==> config.mk <==
export PLATFORM = sky130hd
export DESIGN_NAME = daq_bus_if
export DESIGN_NICKNAME = d
export VERILOG_FILES = /design/src/rtl/daq_bus_pkg.sv /design/src/rtl/daq_addr_decode.sv /design/src/rtl/daq_conv_ctrl.sv /design/src/rtl/daq_settle_timer.sv /design/src/rtl/daq_dout_latch.sv /design/src/rtl/daq_bus_if.sv
export SDC_FILE = /design/constraint.sdc
export NUM_CORES = 1
export LEC_CHECK = 0
export BUFFER_PORTS_ARGS = -buffer_cell sky130_fd_sc_hd__buf_2
export CAP_MARGIN = 20
export CORE_MARGIN = 2
export CORE_UTILIZATION = 37
export DETAILED_ROUTE_END_ITERATION = 12
export GPL_TIMING_DRIVEN = 1
export HOLD_SLACK_MARGIN = 0.03
export PLACE_DENSITY_LB_ADDON = 0.08
export SLEW_MARGIN = 20
export SYNTH_ARGS = -nofsm -noshare
export SYNTH_HDL_FRONTEND = slang
export SYNTH_SLANG_ARGS = --single-unit
==> constraint.sdc <==
create_clock -name clk -period 2.7 [get_ports clk]
set_input_delay 0.675 -clock clk [delete_from_list [all_inputs] [get_ports clk]]
set_output_delay 0.675 -clock clk [all_outputs]
set_load 0.03 [all_outputs]
==> src/rtl/daq_bus_pkg.sv <==
package daq_bus_pkg;
  localparam int ADDR_W     = 10;
  localparam int DATA_W     = 8;
  localparam int RES_W      = 12;
  localparam int DOUT_N     = 8;
  localparam int DIN_N      = 5;
  localparam int BASE_COUNT = 6;
  localparam logic [ADDR_W-1:0] BASE_ORIGIN = 10'h300;

  localparam logic [3:0] OFS_CTRL   = 4'h0;
  localparam logic [3:0] OFS_DOUT   = 4'h4;
  localparam logic [3:0] OFS_RES_LO = 4'h8;
  localparam logic [3:0] OFS_RES_HI = 4'h9;

  typedef struct packed {
    logic       irq_en;
    logic       pacer_en;
    logic [1:0] gain;
    logic [3:0] chan;
  } ctrl_t;
endpackage

==> src/rtl/daq_addr_decode.sv <==
module daq_addr_decode
  import daq_bus_pkg::*;
#(
  parameter int SEL_W = 3
) (
  input  logic [ADDR_W-1:0] io_addr,
  input  logic [SEL_W-1:0]  base_sel,
  output logic              hit,
  output logic [3:0]        offset
);
  logic [ADDR_W-1:0] base;

  always_comb begin
    base   = BASE_ORIGIN + ADDR_W'({base_sel, 5'b0});
    hit    = (32'(base_sel) < BASE_COUNT) && (io_addr[ADDR_W-1:4] == base[ADDR_W-1:4]);
    offset = io_addr[3:0];
  end
endmodule

==> src/rtl/daq_conv_ctrl.sv <==
module daq_conv_ctrl
  import daq_bus_pkg::*;
(
  input  logic             clk,
  input  logic             rst_n,
  input  logic             start_req,
  input  logic             adc_done,
  input  logic [RES_W-1:0] adc_result,
  output logic             adc_start,
  output logic             eoc,
  output logic [RES_W-1:0] result
);
  logic             busy_q, busy_d;
  logic             eoc_q, eoc_d;
  logic             start_q, start_d;
  logic [RES_W-1:0] res_q, res_d;

  always_comb begin
    start_d = start_req & ~busy_q;
    busy_d  = busy_q;
    eoc_d   = eoc_q;
    res_d   = res_q;
    if (start_d) begin
      busy_d = 1'b1;
      eoc_d  = 1'b0;
    end else if (busy_q && adc_done) begin
      busy_d = 1'b0;
      eoc_d  = 1'b1;
      res_d  = adc_result;
    end
  end

  always_ff @(posedge clk or negedge rst_n) begin
    if (!rst_n) begin
      busy_q  <= 1'b0;
      eoc_q   <= 1'b0;
      start_q <= 1'b0;
      res_q   <= '0;
    end else begin
      busy_q  <= busy_d;
      eoc_q   <= eoc_d;
      start_q <= start_d;
      res_q   <= res_d;
    end
  end

  assign adc_start = start_q;
  assign eoc       = eoc_q;
  assign result    = res_q;

  p_start_clears_eoc_r4: assert property (@(posedge clk) disable iff (!rst_n)
    adc_start |-> !eoc_q);
  p_no_start_while_busy_r7: assert property (@(posedge clk) disable iff (!rst_n)
    (busy_q && start_req) |=> !adc_start);
  p_done_sets_eoc_r6: assert property (@(posedge clk) disable iff (!rst_n)
    (busy_q && adc_done) |=> (eoc_q && result == $past(adc_result)));
endmodule

==> src/rtl/daq_settle_timer.sv <==
module daq_settle_timer #(
  parameter int SETTLE_CYCLES = 64
) (
  input  logic clk,
  input  logic rst_n,
  input  logic load,
  output logic settling
);
  localparam int CW = $clog2(SETTLE_CYCLES + 1);
  logic [CW-1:0] cnt_q, cnt_d;

  always_comb begin
    cnt_d = cnt_q;
    if (load)               cnt_d = CW'(SETTLE_CYCLES);
    else if (cnt_q != '0)   cnt_d = cnt_q - 1'b1;
  end

  always_ff @(posedge clk or negedge rst_n) begin
    if (!rst_n) cnt_q <= '0;
    else        cnt_q <= cnt_d;
  end

  assign settling = (cnt_q != '0);
endmodule

==> src/rtl/daq_dout_latch.sv <==
module daq_dout_latch
  import daq_bus_pkg::*;
(
  input  logic              clk,
  input  logic              rst_n,
  input  logic              wr_en,
  input  logic [2:0]        idx,
  input  logic              level,
  output logic [DOUT_N-1:0] dout
);
  logic [DOUT_N-1:0] q;

  for (genvar i = 0; i < DOUT_N; i++) begin : g_bit
    logic en;
    assign en = wr_en && (idx == 3'(i));
    always_ff @(posedge clk or negedge rst_n) begin
      if (!rst_n)  q[i] <= 1'b0;
      else if (en) q[i] <= level;
    end
  end

  assign dout = q;

  p_single_bit_r8: assert property (@(posedge clk) disable iff (!rst_n)
    $countones(dout ^ $past(dout)) <= 1);
  p_idle_hold_r8: assert property (@(posedge clk) disable iff (!rst_n)
    !wr_en |=> $stable(dout));
endmodule

==> src/rtl/daq_bus_if.sv <==
module daq_bus_if
  import daq_bus_pkg::*;
#(
  parameter int SETTLE_CYCLES = 64,
  parameter int SEL_W         = 3
) (
  input  logic              clk,
  input  logic              rst_n,
  input  logic [SEL_W-1:0]  base_sel,
  input  logic              diff_mode,
  input  logic [ADDR_W-1:0] io_addr,
  input  logic              io_rd,
  input  logic              io_wr,
  input  logic [DATA_W-1:0] io_wdata,
  output logic [DATA_W-1:0] io_rdata,
  input  logic [DIN_N-1:0]  din,
  input  logic              tmr2_in,
  input  logic              pacer_in,
  output logic              adc_start,
  input  logic              adc_done,
  input  logic [RES_W-1:0]  adc_result,
  output logic [3:0]        mux_chan,
  output logic [1:0]        gain_code,
  output logic              pacer_en,
  output logic              pacer_irq_en,
  output logic              chan_valid,
  output logic [DOUT_N-1:0] dout
);
  logic [1:0]       rst_sync;
  logic             rst_n_s;
  logic             hit;
  logic [3:0]       offset;
  logic             ctrl_we, dout_we, start_req, settle_load, settling, eoc;
  ctrl_t            ctrl_q, ctrl_d;
  logic [RES_W-1:0] result;
  logic [DATA_W-1:0] status;

  always_ff @(posedge clk or negedge rst_n) begin
    if (!rst_n) rst_sync <= 2'b00;
    else        rst_sync <= {rst_sync[0], 1'b1};
  end
  assign rst_n_s = rst_sync[1];

  daq_addr_decode #(.SEL_W(SEL_W)) u_dec (
    .io_addr (io_addr),
    .base_sel(base_sel),
    .hit     (hit),
    .offset  (offset)
  );

  always_comb begin
    ctrl_we     = io_wr && hit && (offset == OFS_CTRL);
    dout_we     = io_wr && hit && (offset == OFS_DOUT);
    start_req   = io_rd && hit && (offset == OFS_RES_LO);
    settle_load = ctrl_we && (io_wdata[5:0] != ctrl_q[5:0]);
    ctrl_d      = ctrl_we ? ctrl_t'(io_wdata) : ctrl_q;
  end

  always_ff @(posedge clk or negedge rst_n_s) begin
    if (!rst_n_s) ctrl_q <= '0;
    else          ctrl_q <= ctrl_d;
  end

  daq_conv_ctrl u_conv (
    .clk       (clk),
    .rst_n     (rst_n_s),
    .start_req (start_req),
    .adc_done  (adc_done),
    .adc_result(adc_result),
    .adc_start (adc_start),
    .eoc       (eoc),
    .result    (result)
  );

  daq_settle_timer #(.SETTLE_CYCLES(SETTLE_CYCLES)) u_settle (
    .clk     (clk),
    .rst_n   (rst_n_s),
    .load    (settle_load),
    .settling(settling)
  );

  daq_dout_latch u_dout (
    .clk  (clk),
    .rst_n(rst_n_s),
    .wr_en(dout_we),
    .idx  (io_wdata[2:0]),
    .level(io_wdata[3]),
    .dout (dout)
  );

  always_comb begin
    status   = {tmr2_in, pacer_in, eoc & ~settling, din};
    io_rdata = 8'hFF;
    if (io_rd && hit) begin
      case (offset)
        OFS_CTRL:   io_rdata = status;
        OFS_RES_LO: io_rdata = result[7:0];
        OFS_RES_HI: io_rdata = {4'b0000, result[11:8]};
        default:    io_rdata = 8'hFF;
      endcase
    end
  end

  assign mux_chan     = ctrl_q.chan;
  assign gain_code    = ctrl_q.gain;
  assign pacer_en     = ctrl_q.pacer_en;
  assign pacer_irq_en = ctrl_q.irq_en;
  assign chan_valid   = ~(diff_mode & ctrl_q.chan[3]);

  always_comb begin
    if (rst_n_s && io_rd && hit && offset == OFS_RES_HI)
      p_high_nibble_r5: assert (io_rdata[7:4] == 4'b0000);
  end

  p_settle_masks_eoc_r10: assert property (@(posedge clk) disable iff (!rst_n_s)
    settle_load |=> !status[5]);
  p_ctrl_hold_r2: assert property (@(posedge clk) disable iff (!rst_n_s)
    !ctrl_we |=> $stable({pacer_irq_en, pacer_en, gain_code, mux_chan}));
endmodule

# Word-level counts from Yosys, hierarchy flattened
# Index checks and enable logic that the tools add are counted.
[op_classes]
addsub = 2
multipliers = 0
n_div = 0
order_cmp = 1
n_eq_ne = 12
shifts = 0
muxes = 8
n_bitwise = 7
n_reduce_logical = 22
[ops]
columns = ["cell", "count"]
rows = [
  ["$pmux 8 s3", 1],
  ["$logic_and 1x1->1", 16],
  ["$mux 7", 2],
  ["$eq 3x3->1 const B", 4],
  ["$add 9x9->10 const A", 1],
  ["$eq 4x4->1 const B", 2],
  ["$mux 8", 1],
  ["$reduce_bool 7->1", 1],
  ["$sub 7x1->7 const B", 1],
  ["$eq 3x2->1 const B", 2],
  ["$eq 6x6->1", 1],
  ["$ne 6x6->1", 1],
  ["$eq 4x3->1 const B", 1],
  ["$logic_not 4->1", 1],
  ["$mux 1", 4],
  ["$not 1->1", 4],
  ["$reduce_bool 2->1", 2],
  ["$and 1x1->1", 3],
  ["$eq 3x1->1 const B", 1],
  ["$logic_not 3->1", 1],
  ["$lt 3x3->1 const B", 1],
  ["$reduce_and 2->1", 1],
]
[totals]
register_bits = 40
latch_bits = 0
ram_bits = 0
mem_bits_ro = 0
in_bits = 46
elab_cells = 70
mem_count = 0

# Logic depth before layout (Yosys ltp)
# Gate-level depths: netlist of the first run.
[logic_depth]
ltp_word = 8
ltp_mapped = 7
mapped_depth_nobuf = 6

# By module
# Synthesis of the first run repeated with hierarchy kept, for this count alone.
[hier_totals]
cells_unflattened = 174
hier_area_um2 = 2114.5
[modules_own_cells]
columns = ["mod", "instances", "cells_each", "area_per_inst_um2", "seq_area_each_um2"]
rows = [
  ["daq_bus_if", 1, 66, 665.6, 250.2],
  ["daq_conv_ctrl", 1, 34, 591.8, 375.4],
  ["daq_settle_timer", 1, 39, 389.1, 175.2],
  ["daq_dout_latch", 1, 24, 386.6, 200.2],
  ["daq_addr_decode", 1, 11, 81.3, 0.0],
]

# Worst setup path after synthesis of the first run
# OpenSTA, ideal clock, no wires.
[synth_path]
kind = "input to output"
start = "input base_sel[0]"
end = "output io_rdata[3]"
t_arrival_ns = 1.978
t_required_ns = 2.025
setup_slack_ns = 0.047
path_stages = 4
n_path_buf = 0
cell_sequence = "xnor2_1 > o2111ai_1 > nor3b_2 > o211ai_1"
[synth_between]
elab_chain_len = 5
elab_cells_between_ends = 6
cone_classes = "1 x add/sub; 1 x order compare; 1 x eq/ne; 1 x mux; 2 x reduce/logical"
[synth_rtl]
columns = ["element", "line", "source"]
rows = [
  ["start, declared", "daq_bus_if.sv:9", "input logic [SEL_W-1:0] base_sel,"],
  ["$add 9x9->10", "daq_addr_decode.sv:14", "base = BASE_ORIGIN + ADDR_W'({base_sel, 5'b0});"],
  ["$eq 6x6->1", "daq_addr_decode.sv:15", "hit = (32'(base_sel) < BASE_COUNT) && (io_addr[ADDR_W-1:4] == base[ADDR_W-1:4]);"],
  ["$logic_and 1x1->1 *", "daq_addr_decode.sv:15", ""],
  ["$logic_and 1x1->1 *", "daq_bus_if.sv:94", "if (io_rd && hit) begin"],
  ["$mux 8 *", "daq_bus_if.sv:94", ""],
  ["end, declared", "daq_bus_if.sv:15", "output logic [DATA_W-1:0] io_rdata,"],
]
# Every way passes the cells marked *; elsewhere a longest branch is shown, timed or not.

# Worst setup path after layout of the first run
[layout_path]
start = "register u_settle.cnt_q[0]"
end = "output io_rdata[5]"
[layout_between]
elab_chain_len = 5
[layout_rtl]
columns = ["element", "line", "source"]
rows = [
  ["start, declared", "daq_settle_timer.sv:10", "logic [CW-1:0] cnt_q, cnt_d;"],
  ["start signal, assigned", "daq_settle_timer.sv:20", "else cnt_q <= cnt_d;"],
  ["$reduce_bool 7->1", "daq_settle_timer.sv:23", "assign settling = (cnt_q != '0);"],
  ["$not 1->1", "daq_bus_if.sv:92", "status = {tmr2_in, pacer_in, eoc & ~settling, din};"],
  ["$and 1x1->1", "daq_bus_if.sv:92", ""],
  ["$pmux 8 s3", "daq_bus_if.sv:95", "case (offset)"],
  ["$mux 8", "daq_bus_if.sv:94", ""],
]
# Every way passes these cells.

==> summary.md, run 1 <==
| Metric | Value |
|---|---|
| Cts hold-fix bufs | `0` |
| Fin. Hold Viols | `0` |
| Mean area per synthesized cell | `~12 um2` |
| CP required | `2.03 ns` |
| Core area | `between 0.005 and 0.006 mm2` |
| Fin crit share | `0.960` |
| Clock Sinks | `40` |
| Final setup vio count | `0` |
| CTS Root Cell | `clkbuf_8` |
| Crit Path Class | `reg2out` |
| Final core occ | `0.493` |
| DP Area | `0.00253 mm2` |
| Antenna Nets Post-Route | `0` |
| Pre-antenna DRT Iters | `4` |
| RD Place Congestion | `roughly 0.76` |
| Final nets | `307` |
| Most frequent cells in the layout | `70 x buf_2, 40 x dfrtp_1, 25 x mux2_2` |
| Max-Cap Viols | `0` |
| Layout area overhead | `30.8%` |
| H-tree levels | `2` |
| Vias | `around 1700` |
| Setup TNS | `0 ns` |
| Die height | `between 70 and 80 um` |
| Initial antenna violation count | `0` |
| Clock Path Buffers | `2` |
| Slew margin rel. | `0.658` |
| Max-slew violations | `0` |
| RSZ-0062 raised after global routing | `false` |
| Ys async rst share | `1.00` |
| Diodes inserted | `0` |
| First-pass GRT wire length | `around 7.4 mm` |
| LEAKAGE | `about 1.3 nW` |
| Hold WC Path Type | `reg2async` |
| Number of global-route vias before repair | `~1700` |
| CTS Buf Count | `5` |
| Sequential area share after synthesis | `0.489` |
| CTS tree | `done` |
| Hold Worst Slack | `0.142 ns` |
| Worst Tran Pin Value | `0.512 ns` |
| Initial Utilization | `0.377` |
| Worst setup startpoint | `u_settle.cnt_q[0]$_DFFE_PN0P_` |
| Ports | `between 70 and 80` |
| Total gr overflow | `0` |
| Largest net degree at the start of global routing | `31` |
| Synthesized Nets | `223` |
| Grt peak-use layer | `met2` |
| Yosys cell types | `45` |
| IO Port Bufs | `roughly 70` |
| Worst setup path endpoint | `io_rdata[5]` |
| Met2 usage | `0.260` |
| WL/cell | `~14 um` |
| Critical Path End Type | `primary output` |
| Grt met1 use | `0.193` |
| Worst R2R End | `u_settle.cnt_q[3]$_DFFE_PN0P_` |
| Top FF cell, synth | `dfrtp_1` |
| Cells after Synth | `approximately 180` |
| Die width | `78.4 um` |
| Leading cell type in the layout, fill and taps excluded | `buf_2` |
| Share of cells above drive strength 1 | `0.494` |
| Worst skew pair latency | `about 0.29 ns` |
| Synth Register Bits | `40` |
| Register clock-pin slew on the reported worst setup and hold paths | `about 0.080 ns` |
| Post-route DRC | `0` |
| Initial DRC count | `54` |
| HPWL after DPL | `about 3.4 mm` |
| Mapped Area | `~0.002 mm2` |
| Post-route minimum period | `approximately 2.6 ns` |
| Final instance area | `approximately 0.0027 mm2` |
| Pre-CTS setup slack | `0.168 ns` |
| Number of flops mapped to enable cells by yosys | `0` |
| Fillcell total | `roughly 540` |
| FF-to-FF setup slack | `around 0.9 ns` |
| Reg2Reg Depth | `7` |
| P per Cell Area | `~590 mW/mm2` |
| Cell Rows | `27` |
| Worst vdd ir | `0.286 mV` |
| F_max | `386 MHz` |
| Die area | `a little over 0.006 mm2` |
| Reg-to-reg startpoint | `u_settle.cnt_q[0]$_DFFE_PN0P_` |
| GRT met3 Usage | `0.0448` |
| Total track usage | `0.155` |
| Worst Path Arrival | `1.92 ns` |
| Post-route setup slack | `roughly 0.11 ns` |
| Via density per instance | `about 5` |
| Final Skew | `between 0.005 and 0.006 ns` |
| Synth Warn # | `0` |
| Crit path max fanout | `4` |
| Routed wire length | `around 4.5 mm` |
| Setup crit start kind | `flip-flop` |
| Outcome | `completed` |
## where the power goes
| group | total, mW | internal, mW | switching [mW] |
|---|---|---|---|
| Clock | 0.480 | 0.274 | 0.206 |
| Sequential | 0.733 | 0.672 | 0.0606 |
| Combinational | 0.358 | 0.195 | 0.163 |
## timing repair
item	CTS	global route
resized for setup	3	4
pin swaps	0	0
setup buffers	2	0
endpoints found under the setup margin	1	1
## worst min path at each step
stage                           from                             to  slack, ns  cells past startpoint
3_3_place_gp   rst_sync[1]$_DFF_PN0_  u_settle.cnt_q[5]$_DFFE_PN0P_       0.16                      0
3_5_place_dp   rst_sync[1]$_DFF_PN0_  u_settle.cnt_q[5]$_DFFE_PN0P_       0.15                      0
4_1_cts                        rst_n          rst_sync[1]$_DFF_PN0_       0.14                      1
2_1_floorplan  rst_sync[0]$_DFF_PN0_          rst_sync[1]$_DFF_PN0_       0.33                      0
5_1_grt                        rst_n          rst_sync[0]$_DFF_PN0_       0.13                      1
6_report       rst_sync[1]$_DFF_PN0_  u_settle.cnt_q[5]$_DFFE_PN0P_       0.14                      0
## kinds of logic after synthesis
group / share of synthesized area
multiplexers: 0.179
buffers and inverters: 0.0275
other: 0.00183
AO/OA/AOI/OAI: 0.0868
XOR/XNOR: 0.0342
adder cells (fa/ha/maj): 0.00611
AND/OR/NAND/NOR: 0.176
flip-flops: 0.489
## cells in the mapped netlist, types with 2 or more instances
library cell  count  area share
or4_1             2      0.0073
nor2_1            7       0.013
nand2_1          15       0.027
a21oi_1           6       0.015
nor4_4            2       0.021
nand4_1           3      0.0092
o211ai_1          5       0.018
o21ai_0           2      0.0049
nor3_1            8       0.020
mux2_4            3       0.022
clkbuf_1          4      0.0073
inv_1             5      0.0092
mux2i_1           4       0.020
xor2_1            4       0.017
nor4_1            2      0.0061
nand3b_1          3       0.011
dfrtp_1          40        0.49
a22oi_1           4       0.015
xnor2_1           4       0.017
mux2_2           25        0.14
nand2b_1          3      0.0092
buf_6             2       0.011
## routing by layer
metal,up-vias,routed length (um),part of all wire
met3,6,229,0.051
met4,0,53,0.012
met1,803,2010,0.45
met2,38,2200,0.49
li1,810,-,-
met5,-,0,0
## registers in the layout, summed over array words and instances (netlist names)
name / cells
rst_sync: 2
u_conv.result: 12
u_conv.eoc: 1
gain_code: 2
mux_chan: 4
u_dout.dout: 8
u_conv.adc_start: 1
u_conv.busy_q: 1
pacer_irq_en: 1
u_settle.cnt_q: 7
pacer_en: 1
## worst max-delay path, cell delays in order, from the launching register on
cell and delay, ns:
dfrtp_1 0.40, inv_2 0.08, ha_4 0.15, or4b_4 0.47, nand2b_4 0.16, o211ai_1 0.17, buf_4 0.19
## stage by stage
stage               power (mW)  cells
global placement          1.04    323
detailed placement        1.05    323
CTS                       1.56    333
finish                    1.57    333
floorplan                0.945    176
global route              1.68    333
## final cells by class
| type | instances | area, um2 | area share |
|---|---|---|---|
| clock buffer | 6 | 72.6 | 0.0271 |
| multi-input combinational | 125 | 1010 | 0.379 |
| clock inverter | 2 | 35.0 | 0.0131 |
| timing repair buffer | 83 | 448 | 0.167 |
| tap | 72 | 90.1 | 0.0336 |
| inverter | 5 | 18.8 | 0.00700 |
| sequential | 40 | 1000 | 0.373 |
Power figures use the tool's default switching activity.
==> run 2, diff against run 1 <==
--- a/config.mk
+++ b/config.mk
@@ -12,6 +12,7 @@
 export DETAILED_ROUTE_END_ITERATION = 12
 export GPL_TIMING_DRIVEN = 1
 export HOLD_SLACK_MARGIN = 0.03
+export MAX_ROUTING_LAYER = met4
 export PLACE_DENSITY_LB_ADDON = 0.08
 export SLEW_MARGIN = 20
 export SYNTH_ARGS = -nofsm -noshare
==> run 2 against run 1 <==
Sequential share of layout area is the same. Combinational power is essentially flat. Hold slack is essentially flat. Final cell count is the same. Core utilization is the same. Clock skew is essentially flat. Sequential power is essentially flat. Routed wire length grew 0.27%. Critical path depth is the same. Largest cell class unchanged.
==> summary.md, run 2 (synthesized netlist as in run 1, its figures left out) <==
| Metric | Value |
|---|---|
| Outcome | `completed` |
| RD Place Congestion | `about 0.77` |
| CTS Root Cell | `clkbuf_8` |
| Total track usage | `0.159` |
| Crit path max fanout | `4` |
| Cell Rows | `27` |
| Final Skew | `0.00590 ns` |
| Initial Utilization | `0.377` |
| Clock Sinks | `40` |
| Worst vdd ir | `0.285 mV` |
| Share of cells above drive strength 1 | `0.494` |
| Core area | `0.00544 mm2` |
| Setup crit start kind | `flip-flop` |
| Post-route DRC | `0` |
| LEAKAGE | `approximately 1.3 nW` |
| Internal power | `between 1 and 1.5 mW` |
| CTS tree | `done` |
| Number of global-route vias before repair | `1645` |
| Setup TNS | `0 ns` |
| Final nets | `around 310` |
| Highest routed layer | `met4` |
| Initial DRC count | `44` |
| Max FFs per register | `12` |
| Met2 wire len | `around 2.2 mm` |
| Slew margin rel. | `0.658` |
| CP required | `about 2.0 ns` |
| CTS Buf Count | `5` |
| Max-Cap Viols | `0` |
| Hold Worst Slack | `roughly 0.14 ns` |
| Via density per instance | `around 5` |
| Vias | `~1700` |
| Largest net degree at the start of global routing | `31` |
| First-pass GRT wire length | `~7.4 mm` |
| P per Cell Area | `around 590 mW/mm2` |
| Wl on met1 | `between 2 and 2.5 mm` |
| Die height | `approximately 80 um` |
| HPWL after DPL | `approximately 3.4 mm` |
| Fin. Hold Viols | `0` |
| Flop pwr share | `0.467` |
| Post-route minimum period | `between 2 and 3 ns` |
| Worst skew pair latency | `0.29 ns` |
| Worst Tran Pin Value | `0.512 ns` |
| Ports | `72` |
| Antenna Nets Post-Route | `0` |
| Crit Path Class | `reg2out` |
| Gate power share | `0.228` |
| Leading cell type in the layout, fill and taps excluded | `buf_2` |
| Critical Path End Type | `primary output` |
| Switch Pwr | `between 0.4 and 0.5 mW` |
| Cts hold-fix bufs | `0` |
| Register clock-pin slew on the reported worst setup and hold paths | `~0.08 ns` |
| F_max | `386 MHz` |
| DP Area | `about 0.0025 mm2` |
| Met3 WL | `between 150 and 200 um` |
| Hold WC Path Type | `reg2async` |
| Clock Path Buffers | `2` |
| Pre-antenna DRT Iters | `4` |
| Final setup vio count | `0` |
| Layout area overhead | `30.8%` |
| Die width | `~80 um` |
| Die area | `roughly 0.006 mm2` |
| Total gr overflow | `0` |
| Reg-to-reg startpoint | `u_settle.cnt_q[0]$_DFFE_PN0P_` |
| Initial antenna violation count | `0` |
| Diodes inserted | `0` |
| Final instance area | `0.00268 mm2` |
| Fin crit share | `0.959` |
| RSZ-0062 raised after global routing | `false` |
| Clock network fraction of design power | `0.304` |
| Sw frac | `0.273` |
| Routed wire length | `4.51 mm` |
| IO Port Bufs | `a little over 70` |
| Worst Path Arrival | `between 1.5 and 2 ns` |
| Most frequent cells in the layout | `70 x buf_2, 40 x dfrtp_1, 25 x mux2_2` |
| H-tree levels | `2` |
| Worst setup startpoint | `u_settle.cnt_q[0]$_DFFE_PN0P_` |
| Max-slew violations | `0` |
| WL/cell | `roughly 14 um` |
[run 2: cell counts in the layout (fill, tap and decap cells not counted)]
Identical to the previous run, type by type.
[run 2: worst paths after layout]
| path | slack, ns | endpoint | depth (start not counted) |
|---|---|---|---|
| max | 0.11 | io_rdata[5] | 6 |
| max in group asynchronous | 1.84 | u_dout.dout[3]$_DFFE_PN0P_ | 1 |
| max reg2reg | 0.89 | u_settle.cnt_q[3]$_DFFE_PN0P_ | 7 |
| min | 0.14 | u_settle.cnt_q[5]$_DFFE_PN0P_ | 0 |
| min in group clk | 0.35 | rst_sync[1]$_DFF_PN0_ | 0 |
| min reg2reg | 0.14 | u_settle.cnt_q[5]$_DFFE_PN0P_ | 0 |
[run 2: power groups by stage]
| stage | logic [mW] | registers [mW] | clock network, mW |
|---|---|---|---|
| detailed placement | 0.301 | 0.745 | 0 |
| global route | 0.405 | 0.747 | 0.525 |
| global placement | 0.297 | 0.746 | 0 |
| floorplan | 0.206 | 0.739 | 0 |
| finish | 0.358 | 0.733 | 0.478 |
| CTS | 0.335 | 0.728 | 0.493 |
[run 2: final cells by class]
class | instances | area, um2
fill | 535 | 2760
timing repair buffer | 83 | 448
multi-input combinational | 125 | 1010
sequential | 40 | 1000
inverter | 5 | 18.8
clock inverter | 2 | 35.0
tap | 72 | 90.1
clock buffer | 6 | 72.6
[run 2: metal layers]
metal	global-route usage	vias up
met3	0.0356	7
met5	-	-
met2	0.259	37
met4	0.0474	0
li1	-	808
met1	0.198	816
[run 2: timing repair]
item	in CTS	in global routing
endpoints found under the setup margin	1	1
cloned	0	0
resized for setup	3	4
setup buffers	2	0
[run 2: critical path: stages (launching register included)]
cell and delay [ns]:
dfrtp_1 0.40, inv_2 0.08, ha_4 0.15, or4b_4 0.47, nand2b_4 0.16, o211ai_1 0.17, buf_4 0.19
[run 2: stage by stage]
stage	worst slack [ns]	cells	total power [mW]	util
finish	0.111	333	1.57	0.493
global placement	0.186	323	1.04	0.465
global route	0.0172	333	1.68	0.493
CTS	0.0314	333	1.56	0.490
floorplan	0.0470	176	0.945	-
detailed placement	0.168	323	1.05	0.465
==> run 3, diff against run 2 <==
--- a/config.mk
+++ b/config.mk
@@ -8,12 +8,13 @@
 export BUFFER_PORTS_ARGS = -buffer_cell sky130_fd_sc_hd__buf_2
 export CAP_MARGIN = 20
 export CORE_MARGIN = 2
-export CORE_UTILIZATION = 37
+export CORE_UTILIZATION = 49
 export DETAILED_ROUTE_END_ITERATION = 12
 export GPL_TIMING_DRIVEN = 1
 export HOLD_SLACK_MARGIN = 0.03
 export MAX_ROUTING_LAYER = met4
-export PLACE_DENSITY_LB_ADDON = 0.08
+export PLACE_DENSITY = 0.78
+export REMOVE_ABC_BUFFERS = 1
 export SLEW_MARGIN = 20
 export SYNTH_ARGS = -nofsm -noshare
 export SYNTH_HDL_FRONTEND = slang
==> run 3 against run 2 <==
Final cell count decreased by 6.9%. Worst setup slack improved by 0.0024 ns. Clock-buffer cell count stayed put. Register-to-register slack got worse by 0.02 ns. Highest routed layer unchanged.
==> summary.md, run 3 (synthesized netlist as in run 1, its figures left out) <==
| Metric | Value |
|---|---|
| Outcome | `completed` |
| Pre-antenna DRT Iters | `4` |
| Max-Cap Viols | `0` |
| Crit path max fanout | `4` |
| Post-route setup slack | `0.113 ns` |
| RD Place Congestion | `a little over 0.8` |
| Worst Path Arrival | `~1.9 ns` |
| H-tree levels | `2` |
| Clock Path Buffers | `2` |
| Antenna Nets Post-Route | `0` |
| RSZ-0062 raised after global routing | `false` |
| Post-route DRC | `0` |
| Final nets | `307` |
| CP required | `just over 2 ns` |
| Routed wire length | `4.15 mm` |
| F_max | `~390 MHz` |
| Vias | `between 1500 and 2000` |
| Fillcell total | `318` |
| Total gr overflow | `0` |
| Fin crit share | `0.958` |
| Die height | `a little under 70 um` |
| Hold WC Path Type | `in2async` |
| LEAKAGE | `between 1 and 1.5 nW` |
| First-pass GRT wire length | `6.78 mm` |
| FF-to-FF setup slack | `slightly below 0.9 ns` |
| Slowest-stage cell, CP | `or4b_4` |
| Worst skew pair latency | `about 0.28 ns` |
| IO Port Bufs | `slightly above 70` |
| Slew margin rel. | `0.546` |
| Worst setup startpoint | `u_settle.cnt_q[1]$_DFFE_PN0P_` |
| CTS Buf Count | `5` |
| Finished Layout Cells | `between 300 and 400` |
| Worst setup path endpoint | `io_rdata[5]` |
| Crit path cell chain | `inv_2 -> ha_4 -> or4b_4 -> nand2b_4 -> o211ai_1 -> buf_4` |
| Pre-CTS setup slack | `between 0.15 and 0.2 ns` |
| Final Skew | `0.00355 ns` |
| Leading cell type in the layout, fill and taps excluded | `buf_2` |
| P per Cell Area | `556 mW/mm2` |
| Largest stage delay, worst path | `about 0.48 ns` |
| Placed insts | `about 300` |
| Max-slew violations | `0` |
| Number of global-route vias before repair | `between 1500 and 2000` |
| Initial antenna violation count | `0` |
| Most frequent cells in the layout | `70 x buf_2, 40 x dfrtp_1, 25 x mux2_2` |
| WL/cell | `~13 um` |
| Ports | `72` |
| Clock Sinks | `40` |
| Fin. Hold Viols | `0` |
| HPWL after DPL | `3.27 mm` |
| Die width | `slightly below 70 um` |
| Reg-to-reg startpoint | `u_settle.cnt_q[1]$_DFFE_PN0P_` |
| Setup crit start kind | `flip-flop` |
| CTS tree | `done` |
| Cell Rows | `23` |
| Worst R2R End | `u_settle.cnt_q[1]$_DFFE_PN0P_` |
| Setup TNS | `0 ns` |
| Via density per instance | `5.33` |
| Initial DRC count | `66` |
| Diodes inserted | `0` |
| Cts hold-fix bufs | `0` |
| Worst Tran Pin Value | `about 0.68 ns` |
| Register area | `roughly 0.001 mm2` |
| Post-route minimum period | `~2.6 ns` |
| Overall power | `between 1 and 1.5 mW` |
| Layout area overhead | `28.0%` |
| Crit Path Class | `reg2out` |
| Reg2Reg Depth | `6` |
| Critical Path End Type | `primary output` |
| Multi-input logic area | `slightly above 0.001 mm2` |
| Largest net degree at the start of global routing | `22` |
| Die area | `0.00471 mm2` |
| Worst vdd ir | `approximately 0.39 mV` |
| CTS Root Cell | `clkbuf_8` |
| Total track usage | `0.198` |
| Register clock-pin slew on the reported worst setup and hold paths | `0.07 ns` |
| Initial Utilization | `0.512` |
| Max FFs per register | `12` |
| Final setup vio count | `0` |
| Core area | `approximately 0.004 mm2` |
| Share of cells above drive strength 1 | `0.492` |
[run 3: changes by cell type in the layout (fill, tap and decap cells not counted)]
| cell | previous run | this run |
|---|---|---|
| bufinv_16 | 1 | 0 |
[run 3: how the worst min path moves through the flow]
stage / startpoint / to / slack (ns) / depth (start not counted)
2_1_floorplan: rst_sync[0]$_DFF_PN0_ / rst_sync[1]$_DFF_PN0_ / 0.33 / 0
3_3_place_gp: rst_sync[1]$_DFF_PN0_ / u_conv.result[0]$_DFFE_PN0P_ / 0.30 / 0
3_5_place_dp: rst_sync[1]$_DFF_PN0_ / u_conv.result[0]$_DFFE_PN0P_ / 0.31 / 0
4_1_cts: rst_n / rst_sync[0]$_DFF_PN0_ / 0.15 / 1
5_1_grt: rst_n / rst_sync[1]$_DFF_PN0_ / 0.15 / 1
6_report: rst_n / rst_sync[0]$_DFF_PN0_ / 0.16 / 1
[run 3: layout make-up]
cell class,count,area share
well taps,50,0.0239
clock buffers,6,0.0277
clock inverters,1,0.00191
multi-input cells,125,0.387
inverters,5,0.00716
repair buffers,83,0.171
flip-flops and latches,40,0.382
[run 3: worst max-delay path: cells and delay by family, from the launching register on]
family                     cells  cell delay [ns]
DFF                            1             0.41
and+or+nand+nor                2             0.64
buffers and inverters          2             0.28
AOI/OAI and AO/OA              1             0.16
adders and majority gates      1             0.14
[run 3: power breakdown]
group	switching (mW)	total [mW]	internal (mW)
sequential	0.0673	0.740	0.673
clock	0.188	0.364	0.176
combinational	0.160	0.355	0.195
[run 3: layer usage]
metal	track usage	vias to the layer above	wire [um]
met2	0.327	49	2140
met3	0.0292	3	190
li1	-	811	-
met4	0.0625	0	29
met5	-	-	0
met1	0.252	789	1790
[run 3: metrics by stage]
step,area [um2],util,hold slack (ns)
2_1_floorplan,2010,-,0.331
3_3_place_gp,2500,0.626,0.302
3_5_place_dp,2500,0.626,0.310
4_1_cts,2600,0.649,0.152
5_1_grt,2620,0.656,0.149
6_report,2620,0.656,0.161
[run 3: timing repair]
action,in CTS,in global routing
hold endpoints to repair,0,0
setup endpoints to repair,1,1
gates resized for setup,3,4
pin swaps,0,1
buffers inserted,1,1
